### config.mk
export PLATFORM = sky130hd
export DESIGN_NAME = uart_irq_id
export DESIGN_NICKNAME = d
export VERILOG_FILES = /design/src/rtl/uart_irq_pkg.sv /design/src/rtl/uart_irq_rxlvl.sv /design/src/rtl/uart_irq_flags.sv /design/src/rtl/uart_irq_prio.sv /design/src/rtl/uart_irq_id.sv
export SDC_FILE = /design/constraint.sdc
export NUM_CORES = 1
export LEC_CHECK = 0
export ABC_AREA = 1
export BUFFER_PORTS_ARGS = -buffer_cell sky130_fd_sc_hd__buf_2
export CAP_MARGIN = 20
export CORE_MARGIN = 10
export CORE_UTILIZATION = 42
export DETAILED_ROUTE_END_ITERATION = 8
export HOLD_SLACK_MARGIN = 0.1
export PLACE_DENSITY = 0.77
export SYNTH_ARGS = -nofsm -noshare
export SYNTH_HDL_FRONTEND = slang
export SYNTH_HIERARCHICAL = 1
export SYNTH_SLANG_ARGS = --single-unit
### constraint.sdc
create_clock -name clk -period 1.4 [get_ports clk]
set_input_delay 0 -clock clk [delete_from_list [all_inputs] [get_ports clk]]
set_output_delay 0 -clock clk [all_outputs]
set_load 0.05 [all_outputs]
### src/rtl/uart_irq_pkg.sv
package uart_irq_pkg;
  typedef enum logic [2:0] {
    ID_MODEM  = 3'd0,
    ID_THRE   = 3'd1,
    ID_RXDATA = 3'd2,
    ID_LINE   = 3'd3,
    ID_TMO    = 3'd6
  } id_e;

  localparam int NSRC = 5;
  // rank order, index 0 is highest
  localparam id_e RANK [NSRC] = '{ID_LINE, ID_RXDATA, ID_TMO, ID_THRE, ID_MODEM};

  localparam int EN_RX    = 0;
  localparam int EN_THRE  = 1;
  localparam int EN_LINE  = 2;
  localparam int EN_MODEM = 3;
  localparam int EN_XOFF  = 4;
  localparam int EN_EDGE  = 5;
  localparam int EN_W     = 6;
endpackage

### src/rtl/uart_irq_rxlvl.sv
module uart_irq_rxlvl #(
  parameter int CNT_W = 5,
  parameter int TRIG0 = 1,
  parameter int TRIG1 = 4,
  parameter int TRIG2 = 8,
  parameter int TRIG3 = 14
) (
  input  logic [1:0]       rx_trig,
  input  logic [CNT_W-1:0] rx_count,
  output logic             at_level
);
  logic [CNT_W-1:0] thresh;

  always_comb begin
    case (rx_trig)
      2'd0:    thresh = CNT_W'(TRIG0);
      2'd1:    thresh = CNT_W'(TRIG1);
      2'd2:    thresh = CNT_W'(TRIG2);
      default: thresh = CNT_W'(TRIG3);
    endcase
  end

  assign at_level = (rx_count >= thresh);
endmodule

### src/rtl/uart_irq_flags.sv
module uart_irq_flags (
  input  logic clk,
  input  logic rst,
  input  logic thr_empty,
  input  logic thr_wr,
  input  logic thre_rd_clr,
  input  logic xoff_seen,
  input  logic edge_seen,
  input  logic iir_rd,
  output logic thre_nxt,
  output logic xoff_nxt,
  output logic edge_nxt
);
  logic empty_q, thre_q, xoff_q, edge_q;
  logic empty_rise;

  assign empty_rise = thr_empty & ~empty_q;
  assign thre_nxt   = thr_empty & ~thr_wr & (empty_rise | (thre_q & ~thre_rd_clr));
  assign xoff_nxt   = xoff_seen | (xoff_q & ~iir_rd);
  assign edge_nxt   = edge_seen | (edge_q & ~iir_rd);

  always_ff @(posedge clk) begin
    if (rst) begin
      empty_q <= 1'b0;
      thre_q  <= 1'b0;
      xoff_q  <= 1'b0;
      edge_q  <= 1'b0;
    end else begin
      empty_q <= thr_empty;
      thre_q  <= thre_nxt;
      xoff_q  <= xoff_nxt;
      edge_q  <= edge_nxt;
    end
  end

  // a received XOFF is always recorded
  p_xoff_set_r8: assert property (@(posedge clk) disable iff (rst)
    xoff_seen |=> xoff_q);
  // a holding-register write drops the transmit-empty event
  p_thr_wr_clr_r6: assert property (@(posedge clk) disable iff (rst)
    thr_wr |=> !thre_q);
  // an edge pulse is recorded
  p_edge_set_r9: assert property (@(posedge clk) disable iff (rst)
    edge_seen |=> edge_q);
endmodule

### src/rtl/uart_irq_prio.sv
module uart_irq_prio
  import uart_irq_pkg::*;
(
  input  logic [NSRC-1:0] req,
  output logic            any,
  output id_e             code
);
  always_comb begin
    any  = |req;
    code = ID_MODEM;
    for (int i = NSRC - 1; i >= 0; i--) begin
      if (req[i]) code = RANK[i];
    end
  end
endmodule

### src/rtl/uart_irq_id.sv
module uart_irq_id
  import uart_irq_pkg::*;
#(
  parameter int FIFO_DEPTH = 16,
  parameter int CNT_W      = $clog2(FIFO_DEPTH + 1),
  parameter int IIR_W      = 8
) (
  input  logic              clk,
  input  logic              rst,
  input  logic [EN_W-1:0]   ien,
  input  logic [1:0]        rx_trig,
  input  logic [CNT_W-1:0]  rx_count,
  input  logic [3:0]        line_err,
  input  logic              rx_timeout,
  input  logic              thr_empty,
  input  logic              thr_wr,
  input  logic              modem_delta,
  input  logic              xoff_seen,
  input  logic              cts_rise,
  input  logic              rts_rise,
  input  logic              iir_rd,
  output logic [IIR_W-1:0]  iir,
  output logic              irq
);
  localparam logic [IIR_W-1:0] IIR_IDLE = IIR_W'(1);

  logic [IIR_W-1:0] iir_q;
  logic             irq_q;
  logic             rx_lvl, thre_rd_clr;
  logic             thre_nxt, xoff_nxt, edge_nxt;
  logic [NSRC-1:0]  req;
  logic             any;
  id_e              code;

  uart_irq_rxlvl #(.CNT_W(CNT_W)) u_rxlvl (
    .rx_trig (rx_trig),
    .rx_count(rx_count),
    .at_level(rx_lvl)
  );

  assign thre_rd_clr = iir_rd & ~iir_q[0] & (iir_q[3:1] == 3'(ID_THRE));

  uart_irq_flags u_flags (
    .clk        (clk),
    .rst        (rst),
    .thr_empty  (thr_empty),
    .thr_wr     (thr_wr),
    .thre_rd_clr(thre_rd_clr),
    .xoff_seen  (xoff_seen),
    .edge_seen  (cts_rise | rts_rise),
    .iir_rd     (iir_rd),
    .thre_nxt   (thre_nxt),
    .xoff_nxt   (xoff_nxt),
    .edge_nxt   (edge_nxt)
  );

  // index order follows RANK
  assign req[0] = ien[EN_LINE]  & (|line_err);
  assign req[1] = ien[EN_RX]    & rx_lvl;
  assign req[2] = ien[EN_RX]    & rx_timeout;
  assign req[3] = ien[EN_THRE]  & thre_nxt;
  assign req[4] = ien[EN_MODEM] & modem_delta;

  uart_irq_prio u_prio (
    .req (req),
    .any (any),
    .code(code)
  );

  always_ff @(posedge clk) begin
    if (rst) begin
      iir_q <= IIR_IDLE;
      irq_q <= 1'b0;
    end else begin
      iir_q <= {(IIR_W-6)'(0), edge_nxt, xoff_nxt, code, ~any};
      irq_q <= any | (ien[EN_XOFF] & xoff_nxt) | (ien[EN_EDGE] & edge_nxt);
    end
  end

  assign iir = iir_q;
  assign irq = irq_q;

  // idle byte carries a zero code
  p_idle_code_r2: assert property (@(posedge clk) disable iff (rst)
    iir_q[0] |-> (iir_q[3:1] == 3'd0));
  // a shown code always raises the request
  p_pend_irq_r10: assert property (@(posedge clk) disable iff (rst)
    !iir_q[0] |-> irq_q);
  // enabled line error is shown as top source next cycle
  p_line_top_r3: assert property (@(posedge clk) disable iff (rst)
    (ien[EN_LINE] && (|line_err)) |=> (iir_q[3:0] == 4'b0110));
  // only the five defined codes ever appear
  p_legal_code_r2: assert property (@(posedge clk) disable iff (rst)
    (iir_q[3:1] != 3'd4) && (iir_q[3:1] != 3'd5) && (iir_q[3:1] != 3'd7));
endmodule

==> key figures <==
Run status
  – Status: finished with violations
  – Failing checks: setup timing

Routing
  – Via density per instance: 4.17
  – DR pass1 iterations: 4
  – DRC: 0
  – Routed WL: 1610 um
  – Starting DRC count in detailed routing: 3
  – WL/cell: 9.84 um
  – Via count: 684
  – Routed Antenna Nets: 0

Floorplanning
  – Core area: 0.00135 mm2
  – Row cnt: 13
  – Die area: 0.00343 mm2
  – Die Wd: 58.6 um
  – Initial core utilization: 0.462
  – Die H: 58.6 um
  – # IOs: 36

Clocking
  – Number of buffers created by CTS: 3
  – Clock Sinks: 11
  – Max clock buf depth: 2
  – TritonCTS clock tree: yes
  – Clock Latency Late Sink: 0.26 ns
  – H-tree lvl count: 1
  – Cts repair resizes: 0
  – Root cell of the clock tree: clkbuf_4
  – Post-CTS Setup Repair Bufs: 0
  – Clk slew on worst S/H paths: 0.07 ns

Worst setup path
  – Worst Reg2Reg Path Length in Cells: 16
  – Worst Path Arrival: 1.60 ns
  – CP Launch Type: register
  – CP max stage delay: 0.34 ns
  – Critical-path top delay cell: dfxtp_4
  – CP Capture Type: register
  – Worst path cell trace: inv_2 > nand2_1 > nor3_1 > inv_1 > nand2_1 > nand2_1 > nand2_1 > inv_1 > nand2_1 > inv_1 > nor2_1 > nand3_1 > inv_1 > nand3_1 > nand2_1 > inv_1
  – RR Endpoint: irq$_SDFF_PP0_
  – Critical path's top delay family: simple AND/OR/NAND/NOR gates
  – Most frequent CP cell: nand2_1
  – Critical R2R Launch: iir[2]$_SDFF_PP0_
  – Buf/Inv on CP: 6
  – Critical path required time: 1.57 ns
  – Worst Path Class, Setup: register to register
  – Critical Path Fanout Max: 2
  – Reg2reg setup slack: -0.03 ns

Power and ir drop
  – Leak: 0.610 nW
  – Sw power: 0.000237 W
  – Total power after layout: 0.000772 W
  – Sw Ratio: 0.307
  – Int Pwr: 0.000535 W
  – Clock power share: 0.265
  – Combinational power share: 0.297
  – Flop pwr share: 0.438
  – Pwr per Cell Area: 802 mW/mm2
  – VDD IR max: 0.000370 V

Global routing
  – Largest net degree at the start of global routing: 11
  – First-pass GRT wire length: 2700 um
  – Tot GR Track Use: 0.0992
  – Global route overflow: 0
  – Vias in the first global route: 705
  – Initial antenna violation count: 0

Timing
  – Period minus WS final: 1.43 ns
  – Max Clk Rate: 699 MHz
  – Worst-margin pin slew: 0.487 ns
  – Hold slack: 0.127 ns
  – Relative slew margins: 0.672
  – Setup ws final: -0.0314 ns
  – Fin. Hold Viols: 0
  – Layout Skew: 0.00715 ns
  – Setup-failing EPs final: 1
  – Final Max Tran Viols: 0
  – Tcrit/Tclk final: 1.02
  – RSZ-0062 raised after global routing: true

Yosys
  – Synthesis-stage register bit count: 11
  – Syn_area_per_cell: 6.24 um2
  – Post-synthesis sequential area ratio: 0.353
  – Syn. warnings: 6
  – Mapped Area: 624 um2
  – Netlist cell types: 15
  – Cell count after synthesis: 100

Finish
  – Share of cells above drive strength 1: 0.322
  – Final Cell Area: 963 um2
  – Final Net Count: 181
  – Area growth syn-to-layout: 54.3%
  – Antenna diodes: 0
  – FILL cells: 116

Min path
  – Worst min-delay path class: primary input to register
  – Worst hold path depth: 6
  – Worst hold start: ien[1]
  – Hold worst-path end: iir[0]$_SDFF_PP1_

Job
  – Max-cap violations: 0

Placed design
  – DP Area: 817 um2
  – Final Wtd Congestion: 0.670
  – I/O Buffers: 33
  – Post-DP HPWL: 1320 um
  – Pre-CTS setup slack: -0.0297 ns
## worst min-delay path, delay by kind of cell
family                 cells  cell delay [ns]
AND/OR/NAND/NOR            4             0.21
buffers and inverters      2             0.13
## power groups by stage
stage          combinational [W]  clock [W]  sequential [W]
2_1_floorplan          0.0000898          0        0.000393
3_3_place_gp            0.000196          0        0.000344
3_5_place_dp            0.000203          0        0.000346
4_1_cts                 0.000230   0.000218        0.000338
5_1_grt                 0.000257   0.000231        0.000340
6_report                0.000230   0.000205        0.000338
## worst max-delay path by stage
stage | to | cells past startpoint | slack, ns | from
final | irq$_SDFF_PP0_ | 16 | -0.03 | iir[2]$_SDFF_PP0_
after global routing | irq$_SDFF_PP0_ | 16 | -0.17 | iir[2]$_SDFF_PP0_
after CTS | irq$_SDFF_PP0_ | 16 | -0.04 | iir[2]$_SDFF_PP0_
after detailed placement | irq$_SDFF_PP0_ | 16 | -0.03 | iir[2]$_SDFF_PP0_
after global placement | irq$_SDFF_PP0_ | 16 | -0.005 | iir[2]$_SDFF_PP0_
after floorplan | irq$_SDFF_PP0_ | 15 | -0.02 | iir[1]$_SDFF_PP0_
## sequential cells by signal (all words and copies together), names as in the netlist
register and flops:
iir 6, irq 1, u_flags/edge_q 1, u_flags/empty_q 1
u_flags/thre_q 1, u_flags/xoff_q 1
## repair_timing
| item | in CTS | in global routing |
|---|---|---|
| pin swaps | 1 | 0 |
| endpoints found under the hold margin | 11 | 0 |
| hold buffers | 12 | 0 |
| endpoints found under the setup margin | 1 | 1 |
## routing by layer
layer	GRT usage	up-vias	wire length (um)
li1	-	376	-
met1	0.0925	284	644
met2	0.179	22	811
met3	0.0365	2	129
met4	0.0604	0	29
met5	0	-	0
## logic make-up (layout without fill, tap and decap cells)
kind of cell,after synthesis,in the layout,synth area share
other cells,1,2,0.00601
buf+inv,31,79,0.198
flops,11,11,0.353
fa+ha+maj,4,4,0.0802
simple gates,50,50,0.335
compound gates,3,3,0.0281
## cell usage after synthesis (all sizes together)
master,count,area [um2]
nand3,3,15.0
a21boi,1,7.51
buf,2,15.0
nand2,26,97.6
ha,4,50.1
nor2,18,75.1
dfxtp,11,220
a21oi,2,10.0
conb,1,3.75
inv,29,109
nor3,2,15.0
or2,1,6.26
## metrics by stage
step                utilization  std cells  TNS (ns)
floorplan                     -        101   -0.0221
global placement          0.605        148  -0.00515
detailed placement        0.605        148   -0.0297
CTS                       0.714        164   -0.0376
global route              0.714        164    -0.173
finish                    0.714        164   -0.0314
## area by class of cell
class / instances / area, um2 / area share
Sequential cell: 11 / 233 / 0.242
Tap cell: 15 / 18.8 / 0.0195
Multi-Input combinational cell: 59 / 284 / 0.295
Inverter: 29 / 109 / 0.113
Clock buffer: 4 / 26.3 / 0.0273
Timing Repair Buffer: 46 / 293 / 0.304
## cells in the final DEF (no fill, tap or decap), drive strengths merged
master	count
a21boi	1
clkbuf	4
nand2	26
inv	29
nand3	3
dlygate4sd3	12
buf	34
dfxtp	11
ha	4
conb	2
nor2	18
a21oi	2
nor3	2
or2	1
Power figures use the tool's default switching activity.
